[src/rtl/synth_cfg_pkg.sv]
package synth_cfg_pkg;

  localparam int N_W       = 7;
  localparam int M_W       = 7;
  localparam int V_W       = 1;
  localparam int X_W       = 2;
  localparam int R_W       = 2;
  localparam int TAIL_W    = 5;
  localparam logic [TAIL_W-1:0] TAIL_CODE = 5'h17;
  localparam int FRAME_W   = N_W + M_W + V_W + X_W + R_W + TAIL_W;
  localparam int IDX_W     = $clog2(FRAME_W);

  typedef enum logic [2:0] {
    ST_IDLE   = 3'd0,
    ST_SEL_HI = 3'd1,
    ST_SEL_LO = 3'd2,
    ST_CLK_LO = 3'd3,
    ST_CLK_HI = 3'd4
  } xfer_state_t;

  // Frame word: bit 0 is shifted first, so concatenation keeps each field LSB first.
  function automatic logic [FRAME_W-1:0] pack_frame(
    input logic [N_W-1:0] n,
    input logic [M_W-1:0] m,
    input logic [V_W-1:0] v,
    input logic [X_W-1:0] x,
    input logic [R_W-1:0] r
  );
    return {TAIL_CODE, r, x, v, m, n};
  endfunction

  // Half-period in effect: a zero request falls back to the default.
  function automatic int unsigned eff_phase(input int unsigned req, input int unsigned dflt);
    return (req == 0) ? dflt : req;
  endfunction

endpackage

[src/rtl/syn_phase_timer.sv]
module syn_phase_timer #(
  parameter int PHASE_W = 4
) (
  input  logic               clk,
  input  logic               rst_n,
  input  logic               clear_i,
  input  logic               run_i,
  input  logic [PHASE_W-1:0] len_i,
  output logic               tick_o
);

  logic [PHASE_W-1:0] cnt_q;

  // Tick on the last clock of each phase; len_i is never zero here.
  assign tick_o = run_i && (cnt_q == len_i - PHASE_W'(1));

  always_ff @(posedge clk) begin
    if (!rst_n) begin
      cnt_q <= '0;
    end else if (clear_i || tick_o || !run_i) begin
      cnt_q <= '0;
    end else begin
      cnt_q <= cnt_q + PHASE_W'(1);
    end
  end

endmodule

[src/rtl/syn_frame_store.sv]
module syn_frame_store
  import synth_cfg_pkg::*;
(
  input  logic               clk,
  input  logic               rst_n,
  input  logic               load_i,
  input  logic [N_W-1:0]     n_i,
  input  logic [M_W-1:0]     m_i,
  input  logic [V_W-1:0]     v_i,
  input  logic [X_W-1:0]     x_i,
  input  logic [R_W-1:0]     r_i,
  input  logic [IDX_W-1:0]   idx_i,
  output logic               bit_o,
  output logic [FRAME_W-1:0] word_o
);

  logic [FRAME_W-1:0] word_q;
  logic [FRAME_W-1:0] sel_vec;

  always_ff @(posedge clk) begin
    if (!rst_n) begin
      word_q <= '0;
    end else if (load_i) begin
      word_q <= pack_frame(n_i, m_i, v_i, x_i, r_i);
    end
  end

  // One-hot select per frame position, then OR-reduce.
  for (genvar g = 0; g < FRAME_W; g++) begin : g_pick
    assign sel_vec[g] = word_q[g] && (idx_i == IDX_W'(g));
  end

  assign bit_o  = |sel_vec;
  assign word_o = word_q;

endmodule

[src/rtl/syn_xfer_fsm.sv]
module syn_xfer_fsm
  import synth_cfg_pkg::*;
#(
  parameter int PHASE_W   = 4,
  parameter int DEF_PHASE = 4
) (
  input  logic               clk,
  input  logic               rst_n,
  input  logic               start_i,
  input  logic [PHASE_W-1:0] phase_cycles_i,
  input  logic               tick_i,
  output logic               accept_o,
  output logic               active_o,
  output logic [PHASE_W-1:0] len_o,
  output xfer_state_t        state_o,
  output logic [IDX_W-1:0]   bit_idx_o,
  output logic               done_o
);

  localparam logic [IDX_W-1:0] LAST_IDX = IDX_W'(FRAME_W - 1);

  xfer_state_t        state_q, state_d;
  logic [IDX_W-1:0]   idx_q, idx_d;
  logic [PHASE_W-1:0] len_q;
  logic               done_q;
  logic               last_edge;

  assign accept_o  = (state_q == ST_IDLE) && start_i;
  assign active_o  = (state_q != ST_IDLE);
  assign last_edge = tick_i && (state_q == ST_CLK_HI) && (idx_q == LAST_IDX);

  always_comb begin
    state_d = state_q;
    idx_d   = idx_q;
    unique case (state_q)
      ST_IDLE: begin
        if (start_i) begin
          state_d = ST_SEL_HI;
          idx_d   = '0;
        end
      end
      ST_SEL_HI: if (tick_i) state_d = ST_SEL_LO;
      ST_SEL_LO: if (tick_i) state_d = ST_CLK_LO;
      ST_CLK_LO: if (tick_i) state_d = ST_CLK_HI;
      ST_CLK_HI: begin
        if (tick_i) begin
          if (idx_q == LAST_IDX) begin
            state_d = ST_IDLE;
          end else begin
            state_d = ST_CLK_LO;
            idx_d   = idx_q + IDX_W'(1);
          end
        end
      end
      default: state_d = ST_IDLE;
    endcase
  end

  always_ff @(posedge clk) begin
    if (!rst_n) begin
      state_q <= ST_IDLE;
      idx_q   <= '0;
      len_q   <= PHASE_W'(DEF_PHASE);
      done_q  <= 1'b0;
    end else begin
      state_q <= state_d;
      idx_q   <= idx_d;
      done_q  <= last_edge;
      if (accept_o) begin
        len_q <= PHASE_W'(eff_phase(int'(phase_cycles_i), DEF_PHASE));
      end
    end
  end

  assign len_o     = len_q;
  assign state_o   = state_q;
  assign bit_idx_o = idx_q;
  assign done_o    = done_q;

endmodule

[src/rtl/synth_cfg_loader.sv]
module synth_cfg_loader
  import synth_cfg_pkg::*;
#(
  parameter int PHASE_W   = 4,
  parameter int DEF_PHASE = 4
) (
  input  logic               clk,
  input  logic               rst_n,
  input  logic               start_i,
  input  logic [6:0]         n_i,
  input  logic [6:0]         m_i,
  input  logic               v_i,
  input  logic [1:0]         x_i,
  input  logic [1:0]         r_i,
  input  logic [PHASE_W-1:0] phase_cycles_i,
  output logic               busy_o,
  output logic               done_o,
  output logic               sdata_o,
  output logic               sdata_oe_o,
  output logic               sclk_o,
  output logic               sclk_oe_o,
  output logic               gsel_o,
  output logic               gsel_oe_o
);

  localparam int PIN_CNT = 3;

  // Named internal events, observed by the bound checker.
  logic               accept;
  logic               active;
  logic               phase_tick;
  logic [PHASE_W-1:0] phase_len;
  xfer_state_t        xfer_state;
  logic [IDX_W-1:0]   bit_index;
  logic               frame_bit;
  logic [FRAME_W-1:0] frame_word;
  logic [PIN_CNT-1:0] pin_val;
  logic [PIN_CNT-1:0] pin_oe;

  syn_phase_timer #(.PHASE_W(PHASE_W)) u_timer (
    .clk     (clk),
    .rst_n   (rst_n),
    .clear_i (accept),
    .run_i   (active),
    .len_i   (phase_len),
    .tick_o  (phase_tick)
  );

  syn_frame_store u_frame (
    .clk    (clk),
    .rst_n  (rst_n),
    .load_i (accept),
    .n_i    (n_i),
    .m_i    (m_i),
    .v_i    (v_i),
    .x_i    (x_i),
    .r_i    (r_i),
    .idx_i  (bit_index),
    .bit_o  (frame_bit),
    .word_o (frame_word)
  );

  syn_xfer_fsm #(.PHASE_W(PHASE_W), .DEF_PHASE(DEF_PHASE)) u_fsm (
    .clk            (clk),
    .rst_n          (rst_n),
    .start_i        (start_i),
    .phase_cycles_i (phase_cycles_i),
    .tick_i         (phase_tick),
    .accept_o       (accept),
    .active_o       (active),
    .len_o          (phase_len),
    .state_o        (xfer_state),
    .bit_idx_o      (bit_index),
    .done_o         (done_o)
  );

  // Pin order inside the vectors: 0 data, 1 serial clock, 2 select.
  assign pin_val[0] = ((xfer_state == ST_CLK_LO) || (xfer_state == ST_CLK_HI)) && frame_bit;
  assign pin_val[1] = (xfer_state == ST_CLK_HI);
  assign pin_val[2] = (xfer_state == ST_SEL_HI);

  for (genvar p = 0; p < PIN_CNT; p++) begin : g_pin_oe
    assign pin_oe[p] = active;
  end

  assign busy_o     = active;
  assign sdata_o    = pin_val[0];
  assign sclk_o     = pin_val[1];
  assign gsel_o     = pin_val[2];
  assign sdata_oe_o = pin_oe[0];
  assign sclk_oe_o  = pin_oe[1];
  assign gsel_oe_o  = pin_oe[2];

endmodule

[config.mk]
export PLATFORM = sky130hd
export DESIGN_NAME = synth_cfg_loader
export DESIGN_NICKNAME = d
export VERILOG_FILES = /design/src/rtl/synth_cfg_pkg.sv /design/src/rtl/syn_phase_timer.sv /design/src/rtl/syn_frame_store.sv /design/src/rtl/syn_xfer_fsm.sv /design/src/rtl/synth_cfg_loader.sv
export SDC_FILE = /design/constraint.sdc
export NUM_CORES = 1
export LEC_CHECK = 0
export BUFFER_PORTS_ARGS = -buffer_cell sky130_fd_sc_hd__buf_2
export CORE_MARGIN = 1
export CORE_UTILIZATION = 47
export CTS_CLUSTER_SIZE = 10
export DETAILED_ROUTE_END_ITERATION = 16
export PLACE_DENSITY = 0.75
export SLEW_MARGIN = 20
export SYNTH_ARGS = -nofsm -noshare
export SYNTH_HDL_FRONTEND = slang
export SYNTH_SLANG_ARGS = --single-unit
[constraint.sdc]
create_clock -name clk -period 3.95 [get_ports clk]
set_input_delay 0.5925 -clock clk [delete_from_list [all_inputs] [get_ports clk]]
set_output_delay 0.5925 -clock clk [all_outputs]
set_load 0.02 [all_outputs]
== Word-level counts from Yosys, hierarchy flattened ==
Cells that the tools add are included.

* $add $sub $neg: 3
* Equality and inequality tests: 33
* Mux-type cells: 12
* Bitwise logic cells: 1
* Reductions and logical operators: 41

{| class="wikitable"
|+ Operators with widths
! cell !! number
|-
| 5-bit by 4-bit == test with 1-bit output (second input constant) || 8
|-
| 5-bit == test (second input constant) || 7
|-
| 1-bit logical AND || 28
|-
| 23-bit OR reduction || 1
|-
| 5-bit by 3-bit == test with 1-bit output (second input constant) || 4
|-
| 3-bit 2-to-1 mux || 5
|-
| 5-bit 2-to-1 mux || 3
|-
| 3-bit one-hot mux with 5 select lines || 1
|-
| 5-bit by 2-bit == test with 1-bit output (second input constant) || 2
|-
| 5-bit one-hot mux with 2 select lines || 1
|-
| 2-bit by 1-bit inequality test with 1-bit output (second input constant) || 4
|-
| 3-bit by 2-bit == test with 1-bit output (second input constant) || 2
|-
| 5-bit by 1-bit adder with 5-bit output (second input constant) || 1
|-
| 5-bit by 1-bit == test with 1-bit output (second input constant) || 1
|-
| 5-bit logical NOT || 1
|-
| 5-bit AND reduction || 1
|-
| 4-bit by 1-bit adder with 4-bit output (second input constant) || 1
|-
| 4-bit == test || 1
|-
| 4-bit logical NOT || 1
|-
| 4-bit 2-to-1 mux || 1
|-
| 2-bit inequality test (second input constant) || 2
|-
| 4-bit AND reduction || 1
|-
| 4-bit by 1-bit subtractor with 4-bit output (second input constant) || 1
|-
| 3-bit by 1-bit == test with 1-bit output (second input constant) || 1
|-
| 9 further kinds || 11
|}

* Register bits: 37
* Word-level logic and storage cells: 96

== Depth between registers and ports, before layout ==
Gate-level depths: netlist of the first run.

* Depth after elaboration: 6
* Mapped depth: 8
* Gate-level depth less buffers: 7

== Modules after synthesis ==
A second synthesis of the first run with hierarchy kept.

* Cells, all modules: 194
* Area, all modules: 1926.8 um^2

{| class="wikitable"
|+ Modules (own cells, without submodules)
! module !! instances !! cells an instance !! area each (um^2) !! seq. area each (um^2)
|-
| syn_frame_store || 1 || 90 || 983.4 || 400.4
|-
| syn_xfer_fsm || 1 || 72 || 641.9 || 260.2
|-
| syn_phase_timer || 1 || 25 || 242.7 || 80.1
|-
| synth_cfg_loader || 1 || 7 || 58.8 || 0.0
|}

== Worst setup path after synthesis of the first run ==
Ideal clock, no wire load.

* Path type: flip-flop to output port
* From: register u_fsm.idx_q[0] (netlist: u_fsm.bit_idx_o[0])
* To: output port sdata_o
* Data arrival time: 1.937 ns
* Path slack: 1.420 ns
* Stages on the path, launching flop included: 6
* Buffers on the path: 1
* Path through: dfxtp_1 > ha_1 > clkbuf_1 > a221oi_1 > mux4_2 > a221oi_1

* Cells in the longest elaborated chain, start to end: 4
* Elaborated cells between the ends (all ways): 48
* Those cells by class: eq/ne: 22; reduce/logical: 26

{| class="wikitable"
|+ RTL lines
! element !! line !! text
|-
| from (decl) || syn_xfer_fsm.sv:23 || <nowiki>logic [IDX_W-1:0] idx_q, idx_d;</nowiki>
|-
| from (signal assigned) || syn_xfer_fsm.sv:67 || <nowiki>idx_q <= idx_d;</nowiki>
|-
| 5-bit by 1-bit == test with 1-bit output (tied with other cells) || syn_frame_store.sv:30 || <nowiki>assign sel_vec[g] = word_q[g] && (idx_i == IDX_W'(g));</nowiki>
|-
| 1-bit logical AND || syn_frame_store.sv:30 ||
|-
| 23-bit OR reduction * || syn_frame_store.sv:33 || <nowiki>assign bit_o = |sel_vec;</nowiki>
|-
| 1-bit logical AND * || synth_cfg_loader.sv:78 || <nowiki>assign pin_val[0] = ((xfer_state == ST_CLK_LO) || (xfer_state == ST_CLK_HI)) && frame_bit;</nowiki>
|-
| to (decl) || synth_cfg_loader.sv:18 || <nowiki>output logic sdata_o,</nowiki>
|}

Mark *: on every way between the ends. The rest lies on a longest branch, timed or not.

== Final worst setup path of the first run ==
Same ends and word-level chain as after synthesis.

==> results of run 1 <==
==> routing by layer <==
layer  routed length (microns)  vias up  global-route usage (%)
li1                          -      814                       -
met2                      1720       45                    31.5
met3                       202       10                    5.73
met1                      1760      697                    25.8
met5                         0        -                       0
met4                        91        0                    9.78
==> flip-flops by register name (all words and copies together) (netlist names) <==
signal           cells
u_frame.word_o      20
u_fsm.bit_idx_o      5
u_fsm.len_o          4
u_timer.cnt_q        4
u_fsm.state_o        3
u_fsm.done_o         1
==> worst max-delay path, delay by kind of cell (launching register included) <==
kind | cells | cell delay [ps]
DFF | 1 | 420
buffers and inverters | 2 | 270
AOI/OAI and AO/OA | 4 | 1010
adders and majority gates | 1 | 270
==> worst paths after layout <==
kind | from | slack (ps) | cells past startpoint | end
max reg2reg | u_fsm.state_o[1]$_SDFFE_PN0P_ | 1710 | 5 | u_fsm.state_o[0]$_SDFFE_PN0P_
max | u_fsm.bit_idx_o[0]$_SDFFE_PN0P_ | 1080 | 7 | sdata_o
min | u_frame.word_o[11]$_SDFFE_PN0P_ | 460 | 2 | u_frame.word_o[11]$_SDFFE_PN0P_
min reg2reg | u_frame.word_o[11]$_SDFFE_PN0P_ | 460 | 2 | u_frame.word_o[11]$_SDFFE_PN0P_
==> layout make-up <==
| cell class | count | area, sq um |
|---|---|---|
| fillers | 361 | 1570 |
| multi-input cells | 159 | 1020 |
| flip-flops and latches | 37 | 741 |
| repair buffers | 34 | 173 |
| clock buffers | 5 | 68.8 |
| clock inverters | 3 | 68.8 |
| well taps | 48 | 60.1 |
| inverters | 10 | 42.5 |
==> power by group through the flow <==
stage | registers, mW | clock network (mW) | logic [mW]
floorplan | 0.439 | 0 | 0.186
global placement | 0.447 | 0 | 0.220
detailed placement | 0.448 | 0 | 0.227
CTS | 0.439 | 0.409 | 0.227
global route | 0.446 | 0.425 | 0.252
finish | 0.440 | 0.401 | 0.224
==> logic make-up after synthesis <==
group                    after synthesis  synth area share [%]
buffers and inverters                 24                  5.88
multiplexers                           2                  1.74
AND/OR/NAND/NOR                       91                  24.1
flip-flops                            37                  39.6
adder cells (fa/ha/maj)                7                  4.68
AO/OA/AOI/OAI                         51                  20.3
XOR/XNOR                               8                  3.74
==> cell usage in the layout, fill, tap and decap left out, types with 3 or more instances in the layout <==
cell type	instances
nand2_1	53
nor3_1	3
a21boi_0	18
ha_1	7
a21boi_1	4
buf_2	33
xnor2_1	7
a22o_1	3
inv_1	9
clkbuf_8	5
a31oi_1	3
dfxtp_1	37
a221oi_1	4
nand4_1	3
nor2_1	9
nand3_1	4
o21ai_0	6
==> per-stage QoR <==
stage	total power, mW	hold WS, ps	std cells
after global routing	1.12	484	296
final	1.07	461	296
after detailed placement	0.675	453	288
after floorplan	0.626	434	220
after CTS	1.08	465	296
after global placement	0.667	451	288
==> results, run 1 <==
- The run finished with clean final reports.
- STA classifies the critical path endpoint as an output pin.
- Power spread over the standard cell area amounts to slightly below 500 mW/mm^2.
- The clock net in this run drives a total of 37 sinks.
- The post-route clock skew is about 1.4 ps.
- The switching share of power is just under 30%.
- The signal on the critical path passes through inv_1 > ha_1 > a222oi_1 > o21ai_0 > a221oi_1 > a221oi_1 > buf_2.
- The synthesized netlist occupies a cell area of ~0.0019 sq mm.
- The number of warning messages in the yosys log is 0.
- Global routing used 20.3% of the available tracks.
- The area of the core is 0.00374 sq mm.
- The post-synthesis cell count is 220.
- The floorplan row count is 22.
- The highest fanout seen on the critical path is 6.
- For this configuration, the core starts out at a cell density of 50.0%.
- After detailed routing, the number of vias per cell comes to 5.29.
- The utilization after layout is 58.1%.
- The power spent charging and discharging nets is 0.313 mW.
- The number of nets in the final layout is 280.
- The layout cell share with drive strength beyond 1 is around a fifth.
- In the routed design, unresolved DRC markers number 0.
- The wire length of the first global-routing pass is 6510 microns.
- The number of vias after detailed routing is between 1500 and 2000.
- Counting instances in the post-synthesis netlist gives the leading cell types as nand2_1 (53), dfxtp_1 (37), a21boi_0 (18).
- Headroom to the max-slew limit came out at between 40% and 50%.
- The number of top-level pins is 34.
- The area of placed instances is 0.00204 sq mm.
- The weighted congestion reported at the end of routability-driven placement is 0.861.
- Across the run, the number of max-cap violations was 0.
- Cell internal power was estimated by the tool at roughly 0.75 mW.
- The maximum root-to-sink buffer count is 2.
- The number of buffers inserted to repair setup after CTS is 0.
- The count of cell types in the netlist is 46.
- The critical path start-end classification is flop to output pin.
- The initial antenna violation count was 0.
- For this design the static power due to leakage is 0.875 nW.
- For the pin with the worst max-slew slack, the measured transition is between 800 and 900 ps.
- The share of total power dissipated in sequential elements is 41.3%.
- In the finished design, the share of the clock period the worst path needs comes to around 73%.
- The share of flip-flops with an asynchronous set or reset is 0%.
- The TritonCTS clock tree is done.
- The total iterations of the first detailed-routing run is 8.
- The sequential element share of the synthesized area is 39.6%.
- The final-report setup violation count is 0.
- The worst setup path is launched from a flop.
- The x dimension of the die is 65.1 microns.
- The maximum VDD drop is roughly 0.00024 V.
- The final worst-path setup slack is 1080 ps.
- Data on the critical path is required at its endpoint by approximately 3400 ps.
- The post-detailed-routing wire length is 3780 microns.
- For this run the aggregate overflow at the end of global routing stands at 0.
- The register bit count reported by yosys is 37.
- Summed over its instances, the top area cell type makes up 39.6% of the synthesized netlist area.
- The hold violation total from the final report is 0.
- The share of total power in the clock network is 37.7%.
- In this run, the combinational gates consume 21.1% of the power.
- TritonCTS created 5 clock buffers.
- The die boundary height is between 60 and 70 microns.
- The final antenna-violating net count is 0.
- CTS placed an instance of clkbuf_8 at the clock tree root.
- In this run, post-CTS repair resized a total of 0 instances.
- The setup total negative slack is 0 ps.
- In this run, post-CTS hold repair placed 0 buffers.
- The data arrival time of the worst path is 2280 ps.
- The number of global-route vias before repair is 1396.
- With fillers left out, the area of the finished cells amounts to about 0.0022 sq mm.
- For this run, the slowest stage of the critical path takes 430 ps.
- After detailed routing, the average wire length per cell comes to 12.8 microns.
- The die outline area is around 0.0042 sq mm.
- Relative to the synthesized area, the layout overhead comes to 16.2%.
- When the netlist entered floorplanning its net count stood at 253.
- Setup repair after global routing left no endpoint under its margin.
- The DRC marker count from the first detailed-route iteration is 101.
- 0 antenna diodes ended up in the layout.
- The H-tree was split into 2 levels.
- The later pin in the worst-skew pair is clocked with a latency of 300 ps.
- The primary flip-flop cell chosen by synthesis mapping is dfxtp_1.
- In the post-synthesis netlist, the cell with the most instances is nand2_1.
- The tightest min-delay check is of the flop to flop type.
- Yosys attributes the largest share of cell area to dfxtp_1 (40%), nand2_1 (11%), a21boi_0 (7.2%).
- In this run the tool buffered the top-level ports with 33 buffer cells.
- The clock period minus final worst setup slack is 2870 ps.
- The upper clock frequency limit is 0.348 GHz.
- Clock-pin slew was measured on the worst setup and hold paths at 80 ps.
- The average instance in the mapped netlist occupies 8.51 sq um.
- Summed over all nets, the half-perimeter wirelength after detailed placement is 2690 microns.
- The critical path's most frequent cell is a221oi_1.
- Entering global routing, the biggest net connects 40 pins.
- The pre-CTS setup slack is 1420 ps.
- The number of max-slew violations in the final report was 0.
- The largest individual stage delay along the critical path comes from the cell a222oi_1.
- The library cell with the largest summed area after synthesis is dfxtp_1.
- Counting flops with a built-in enable in the synthesized netlist gives 0.
(Power assumes the default switching activity.)
==> inputs of run 2 (changes only) <==
- ABC_AREA: unset -> 1
- clock period: 3.95 -> 2.8 ns (I/O delays scaled with it)
==> run 2 against run 1 <==
The flow now finishes with violations (design-rule violations); first-iteration DRC count increased by 14%; hold slack lost 65 ps; sequential share of layout area shrank 0.62 points; combinational power grew to 3.8 times the previous value; clock power rose by 2%; via count up 17%; non-clock buffer count is 1 lower; power up 87%; critical path type unchanged; highest routed layer unchanged.
==> results, run 2 <==
- The min-delay analysis places its worst path in the category primary input to flop.
- The number of top-level pins is 34 (unchanged).
- The hold violation total from the final report is 0 (unchanged).
- The highest fanout seen on the critical path was 5 (-1).
- The required time at the endpoint of the critical path came to 2380 ps (-980 ps).
- The floorplan row count is 23 (+4.5%).
- The number of vias after detailed routing is 1826 (+17%).
- The summed area of non-filler cells in the final layout was 0.00221 sq mm (+1.8%).
- The portion of synthesized cell area occupied by the leading cell type is 38.0% (-1.6 points).
- The share of flip-flops with an asynchronous set or reset is 0% (unchanged).
- The total clock buffers created by CTS was 5 (unchanged).
- The number of max-slew violations in the final report is 0 (unchanged).
- The worst setup path is launched from a flop.
- The number of global-route vias before repair came to 1513 (+8.4%).
- The ratio of final minimum period to clock period is 81.1%.
- The post-synthesis net count is 308 (+22%).
- The clock edge transition at the registers on the reported setup and hold paths is 80 ps (about the same).
- Yosys instantiated no cell more often than nand2_1.
- The die outline area was 0.00441 sq mm (+4.0%).
- The antenna cell count is 0 (unchanged).
- The total grt overflow was 0 (unchanged).
- Among all flip-flop cells after synthesis, the most frequent one is dfxtp_1.
- The area of the core is 0.00400 sq mm (+6.9%).
- The maximum number of pins on one net before global-route repair is 34 (-15%).
- The utilization after layout came to 55.4% (-2.7 points).
- Setup repair after global routing left no endpoint under its margin.
- The final antenna-violating net count is 0 (unchanged).
- The sequential element share of the synthesized area was 38.0% (-1.6 points).
- Leaving out fill and tap cells, the most frequent cell in the layout is nand2_1.
- After synthesis, the cell types taking the most area are dfxtp_1 (38%), nand2_1 (13%), nand3_1 (10%).
- The wire length of the first global-routing pass came to 6490 microns (-0.31%).
- The layout cell share with drive strength beyond 1 is 19.4% (-1.6 points).
- Timing would allow up to between 0.4 and 0.5 GHz.
- The post-route clock skew is 3.96 ps (+2.57 ps).
- The final-report setup violation count is 0 (unchanged).
- The maximum root-to-sink buffer count is 2 (unchanged).
- The TritonCTS clock tree is done.
- The run finished, with violations left.
- The slowest stage of the critical path belongs to the cell dfxtp_1.
- The mean area per synthesized cell is 7.08 sq um (-17%).
- The number of buffers inserted to repair setup after CTS is 0 (unchanged).
- The maximum VDD drop is 0.000421 V (+74%).
- The top cell types in the final layout, fill and taps aside, are nand2_1 (65), nand3_1 (40), dfxtp_1 (37), buf_2 (33), a21oi_1 (32).
- The clock sink count was 37 (unchanged).
- The number of DRC violations after detailed routing came to 1 (+1).
- The total power after layout is 2.00 mW (+87%).
- The register bit count reported by yosys is 37 (unchanged).
- The layout overhead on the synthesized area is 13.7%.
- The number of synthesized flops with an enable pin came to 0 (unchanged).
- The critical path capture point type is an output pin.
- The insertion delay to the later sink of the worst-skew pair came to 290 ps (about the same).
- The number of nets in the final layout is 336 (+20%).
- The starting density of the core is 48.7% (-1.3 points).
- The synthesized design spends more area on one cell type than any other, namely dfxtp_1.
- The x dimension of the die is 66.4 microns (+2.0%).
- The data arrival time of the worst path is 1850 ps (-430 ps).
- The number of instances resized during post-cts repair is 0 (unchanged).
- The power per cell area is 902 mW/mm^2 (+84%).
- The number of vias per cell after detailed routing is 5.16 (-2.5%).
- The count of cell types in the netlist is 31 (-33%).
- The tree is rooted in a clkbuf_8.
- The clock period minus final worst setup slack is 2270 ps.
- The max-cap check violation count was 0 (unchanged).
- The normalized max-slew margin was 48.9% (+5.6 points).
- The commonest cells after synthesis are nand2_1 (65), nand3_1 (40), dfxtp_1 (37).
- The weighted congestion reported at the end of routability-driven placement came to 0.940 (+9.2%).
- The initial antenna violation count is 0 (unchanged).
- The number of warning messages in the yosys log came to 0 (unchanged).
- The critical path start-end classification is flop to output pin.
- The H-tree depth is 2 (unchanged).
- The final HPWL from detailed placement is 2930 microns (+8.9%).
- The aggregate global-route resource usage is 19.1% (-1.2 points).
- The signal on the critical path passes through inv_1 > ha_1 > nand3_1 > o21ai_0 > nor2_1 > nand2_1 > a21boi_0 > a21oi_1 > buf_2.
- The average wire length per cell after detail routing is 11.2 microns (-12%).
- The maximum cell stage delay along the critical path is 410 ps (-20 ps).
- The transition time of the tightest slew-check pin was 766 ps (-84.9 ps).
- The die boundary height is 66.4 microns (+2.0%).
- The post-detailed-routing wire length came to 3960 microns (+4.7%).
- The static leakage was 0.976 nW (+12%).
- The number of buffers inserted for hold repair after clock tree synthesis was 0 (unchanged).
- The total iterations of the first detailed-routing run is 13 (+5).
- The synthesized cell area is 0.00195 sq mm (+4.1%).
- The DRC marker count from the first detailed-route iteration is 115 (+14%).
- The checks that failed: design-rule violations.
- The post-synthesis cell count was 275 (+25%).
- The area of placed instances came to 0.00211 sq mm (+3.7%).
- The number of buffer cells added on primary ports was 33 (unchanged).
- The setup total negative slack is 0 ps (unchanged).
- The number of flip-flops under the largest register name is 20 (unchanged).
-- run 2: metal layers --
layer  up-vias  global-route usage [%]  routed length [microns]
li1        952                       -                        -
met1       824                    26.3                     1920
met2        48                    29.8                     1790
met3         2                    5.69                      222
met4         0                    3.19                       21
met5         -                       0                        0
-- run 2: path summary, 6_finish.rpt --
check	to	startpoint	slack (ps)	depth (start not counted)
worst max-delay path	sdata_o	u_fsm.bit_idx_o[0]$_SDFFE_PN0P_	530	9
worst min-delay path	u_frame.word_o[0]$_SDFFE_PN0P_	n_i[0]	400	3
worst max register to register	u_fsm.bit_idx_o[2]$_SDFFE_PN0P_	u_fsm.len_o[0]$_SDFFE_PN0P_	1060	9
worst min register to register	u_frame.word_o[19]$_SDFFE_PN0P_	u_frame.word_o[19]$_SDFFE_PN0P_	460	2
-- run 2: power by group --
part	leakage, nW	internal (mW)	switching, mW
Combinational	0.618	0.299	0.550
Sequential	0.304	0.644	0.0955
Clock	0.0542	0.223	0.187
-- run 2: area by class of cell --
| type | count | area, sq um |
|---|---|---|
| clock buffer | 7 | 96.3 |
| tap | 50 | 62.6 |
| multi-input combinational | 201 | 1050 |
| inverter | 25 | 96.3 |
| timing repair buffer | 33 | 165 |
| sequential | 37 | 741 |
| clock inverter | 1 | 5.00 |
| fill | 403 | 1790 |
-- run 2: per-stage QoR --
step,std cells,setup slack [ps],hold slack [ps]
detailed placement,346,846,448
finish,354,528,397
floorplan,275,930,425
CTS,354,525,391
global placement,346,879,442
global route,354,339,392
-- run 2: logic make-up (layout without fill, tap and decap cells) --
| group | after synthesis | count (layout) | share of synthesized area (%) |
|---|---|---|---|
| fa+ha+maj | 7 | 7 | 4.50 |
| simple gates | 145 | 145 | 35.1 |
| flops | 37 | 37 | 38.0 |
| xor+xnor | 5 | 5 | 2.25 |
| buf+inv | 37 | 66 | 8.16 |
| compound gates | 44 | 44 | 11.9 |
-- run 2: worst max-delay path, delay by kind of cell, from the launching register on --
kind | cells | cell delay [ps]
buf+inv | 2 | 270
compound gates | 3 | 320
flops | 1 | 410
fa+ha+maj | 1 | 290
simple gates | 3 | 290
==> inputs of run 3 (changes only) <==
- PLACE_DENSITY: 0.75 -> 0.77
- clock period: 2.8 -> 1.92 ns (I/O delays scaled with it)
==> run 3 against run 2 <==
Register-to-register slack worse by 860 ps; via count grew 2.0%; critical path depth grew 2; non-clock buffer count grew 8; global-route usage increased by 1.9 points; critical endpoint unchanged; die area stayed put; routed wire length is 11% higher; the flow finishes with violations (design-rule violations, negative setup slack); clock power grew 46%.
==> results, run 3 (synthesis gave the netlist of run 2 again) <==
- The aggregate global-route resource usage was 21.0% (+1.9 points).
- The number of nets in the final layout came to 344 (+2.4%).
- The DRC marker count from the first detailed-route iteration is 121 (+5.2%).
- The element type at the critical path start is a flop.
- The layout overhead on the synthesized area is 22.7%.
- Leaving out fill and tap cells, the most frequent cell in the layout is nand2_1.
- The number of vias per cell after detailed routing is 5.14 (-0.28%).
- The insertion delay to the later sink of the worst-skew pair is 290 ps (about the same).
- The power spent charging and discharging nets came to 1.28 mW (+54%).
- The share of total power in combinational logic is 44.7% (+2.2 points).
- Setup repair after global routing could not meet its margin everywhere.
- The depth of the worst register-to-register path is 10 (+1).
- The data arrival time of the worst path is 1690 ps (-160 ps).
- The highest fanout seen on the critical path came to 5 (unchanged).
- The max-cap check violation count came to 0 (unchanged).
- The floorplan row count was 23 (unchanged).
- The number of DRC violations after detailed routing is 2 (+1).
- The maximum root-to-sink buffer count came to 2 (unchanged).
- The clock period minus final worst setup slack is 1980 ps.
- The sequential share of power came to 36.0% (-1.0 points).
- The number of top-level pins is 34 (unchanged).
- The final worst-path setup slack is -57.3 ps (-585 ps).
- The H-tree depth is 2 (unchanged).
- The total clock buffers created by CTS came to 5 (unchanged).
- The worst path buffer plus inverter count is 3 (+1).
- The initial antenna violation count is 0 (unchanged).
- The cell that appears most often on the critical path is nand2_1.
- The layout cell share with drive strength beyond 1 came to 28.8% (+9.4 points).
- The path class of the lowest-slack min-delay path is primary input to flop.
- The clock sink count was 37 (unchanged).
- The number of vias after detailed routing is 1862 (+2.0%).
- The utilization after layout is 59.8% (+4.4 points).
- The post-detailed-routing wire length was 4380 microns (+11%).
- The cell-internal power is 1.80 mW (+55%).
- The worst setup path is captured at an output pin.
- The final HPWL from detailed placement was 3070 microns (+4.7%).
- The number of max-slew violations in the final report is 0 (unchanged).
- The slowest stage cell on the critical path is dfxtp_4.
- The clock edge transition at the registers on the reported setup and hold paths is 80 ps (about the same).
- The average wire length per cell after detail routing is 12.1 microns (+8.1%).
- The total iterations of the first detailed-routing run is 10 (-3).
- The power per cell area is 1290 mW/mm^2 (+43%).
- The transition time of the tightest slew-check pin is 416 ps (-350 ps).
- The normalized max-slew margin is 72.2% (+23 points).
- The instance count on the critical path is 11 (+2).
- The maximum number of pins on one net before global-route repair was 34 (unchanged).
- TritonCTS built the clock tree.
- The maximum VDD drop was 0.00105 V (+150%).
- The hold violation total from the final report came to 0 (unchanged).
- The post-route clock skew is 9.49 ps (+5.52 ps).
- Dividing the final minimum period by the clock period gives 103%.
- Based on the critical path, the design can be clocked at up to 0.506 GHz.
- The final antenna-violating net count is 0 (unchanged).
- The number of global-route vias before repair is 1555 (+2.8%).
- The share of total power in the clock network came to 19.3% (-1.2 points).
- The setup total negative slack is -57.3 ps (-57.3 ps).
- The wire length of the first global-routing pass came to 6980 microns (+7.6%).
- The fill cell instance count of the final layout is 372 (-7.7%).
- The largest delay contributor family on the critical path is flip-flops.
- The number of flip-flops under the largest register name is 20 (unchanged).
- The static leakage came to 1.02 nW (+4.6%).
- The pre-CTS setup slack is 99.3 ps (-747 ps).
- The weighted congestion reported at the end of routability-driven placement is 0.964 (+2.5%).
- The die outline area is 0.00441 sq mm (unchanged).
- The flow ran to the end, but the final reports show violations.
- The library cells used most frequently in the layout, excluding fill and tap cells, are nand2_1 (61), nand3_1 (39), dfxtp_1 (33), buf_2 (32), a21oi_1 (29).
- The final-report setup violation count is 1 (+1).
- The number of buffer cells added on primary ports came to 33 (unchanged).
- The switching share of power is 41.5% (-0.14 points).
- The final reports fail on design-rule violations, negative setup slack.
- The maximum cell stage delay along the critical path came to 380 ps (-30 ps).
- The starting density of the core is 48.7% (unchanged).
- The cell sitting at the root of the clock tree is a clkbuf_8.
- The die boundary height came to 66.4 microns (unchanged).
- The area of the core is 0.00400 sq mm (unchanged).
- The cell depth of the worst hold path is 3 (unchanged).
- The total grt overflow was 0 (unchanged).
- The required time at the endpoint of the critical path is 1630 ps (-750 ps).
- The number of buffers inserted for hold repair after clock tree synthesis is 0 (unchanged).
- The antenna cell count is 0 (unchanged).
- Traced cell by cell, the critical path runs through inv_4 > ha_4 > nand2_1 > nand2_2 > inv_2 > a21oi_2 > nand2_1 > nand3_1 > nand2_1 > a21oi_2 > buf_6.
- The critical path start-end classification is flop to output pin.
- The x dimension of the die was 66.4 microns (unchanged).
==> run 3: cell count changes in the layout (fill, tap and decap cells not counted), sizes merged <==
cell | previous run | this run
buf | 33 | 41
==> run 3: stage by stage <==
step           area (sq um)  hold WS, ps  total power, mW  std cells
2_1_floorplan          1950          425             2.12        275
3_3_place_gp           2150          436             2.33        351
3_5_place_dp           2150          456             2.36        351
4_1_cts                2350          258             3.05        360
5_1_grt                2390          258             3.32        362
6_report               2390          260             3.09        362
==> run 3: power groups by stage <==
stage / Sequential (mW) / Combinational [mW] / Clock, mW
floorplan: 1.06 / 1.06 / 0
global placement: 1.09 / 1.24 / 0
detailed placement: 1.09 / 1.27 / 0
CTS: 1.11 / 1.34 / 0.607
global route: 1.14 / 1.53 / 0.646
finish: 1.11 / 1.38 / 0.596
==> run 3: worst register-to-register path, stage by stage, from the launching register on <==
cell,delay [ps]
dfxtp_1,370
inv_1,90
ha_1,300
xnor2_1,120
nor2_1,120
nand3_2,160
nand2_2,190
nand2_4,90
nand2_1,70
nand2_1,50
nor2_1,90
==> run 3: cell type report <==
type / instances / area (sq um) / area share [%]
flip-flops and latches: 37 / 753 / 31.5
clock inverters: 1 / 5.00 / 0.209
multi-input cells: 201 / 1140 / 47.7
repair buffers: 41 / 231 / 9.68
well taps: 50 / 62.6 / 2.62
inverters: 25 / 101 / 4.24
clock buffers: 7 / 96.3 / 4.03
==> run 3: final timing paths <==
check                                  startpoint                         endpoint  slack [ps]
setup reg to reg      u_fsm.len_o[0]$_SDFFE_PN0P_  u_fsm.bit_idx_o[4]$_SDFFE_PN0P_         200
hold / removal                             n_i[3]   u_frame.word_o[3]$_SDFFE_PN0P_         260
hold reg to reg   u_frame.word_o[13]$_SDFFE_PN0P_  u_frame.word_o[13]$_SDFFE_PN0P_         470
setup / recovery  u_fsm.bit_idx_o[0]$_SDFFE_PN0P_                          sdata_o         -60
==> run 3: repair_timing <==
action	in CTS	in global routing
setup buffers	1	2
pin swaps	8	7
resized for setup	28	9
setup endpoints to repair	1	1
==> run 3: layer usage <==
metal  part of all wire [%]  up-vias  global-route usage [%]  wire, microns
met3                    4.3        3                    4.14            187
met2                     49       46                    34.4           2130
met5                      0        -                       0              0
met1                     47      846                    27.2           2040
li1                       -      967                       -              -
met4                   0.53        0                    7.18             23
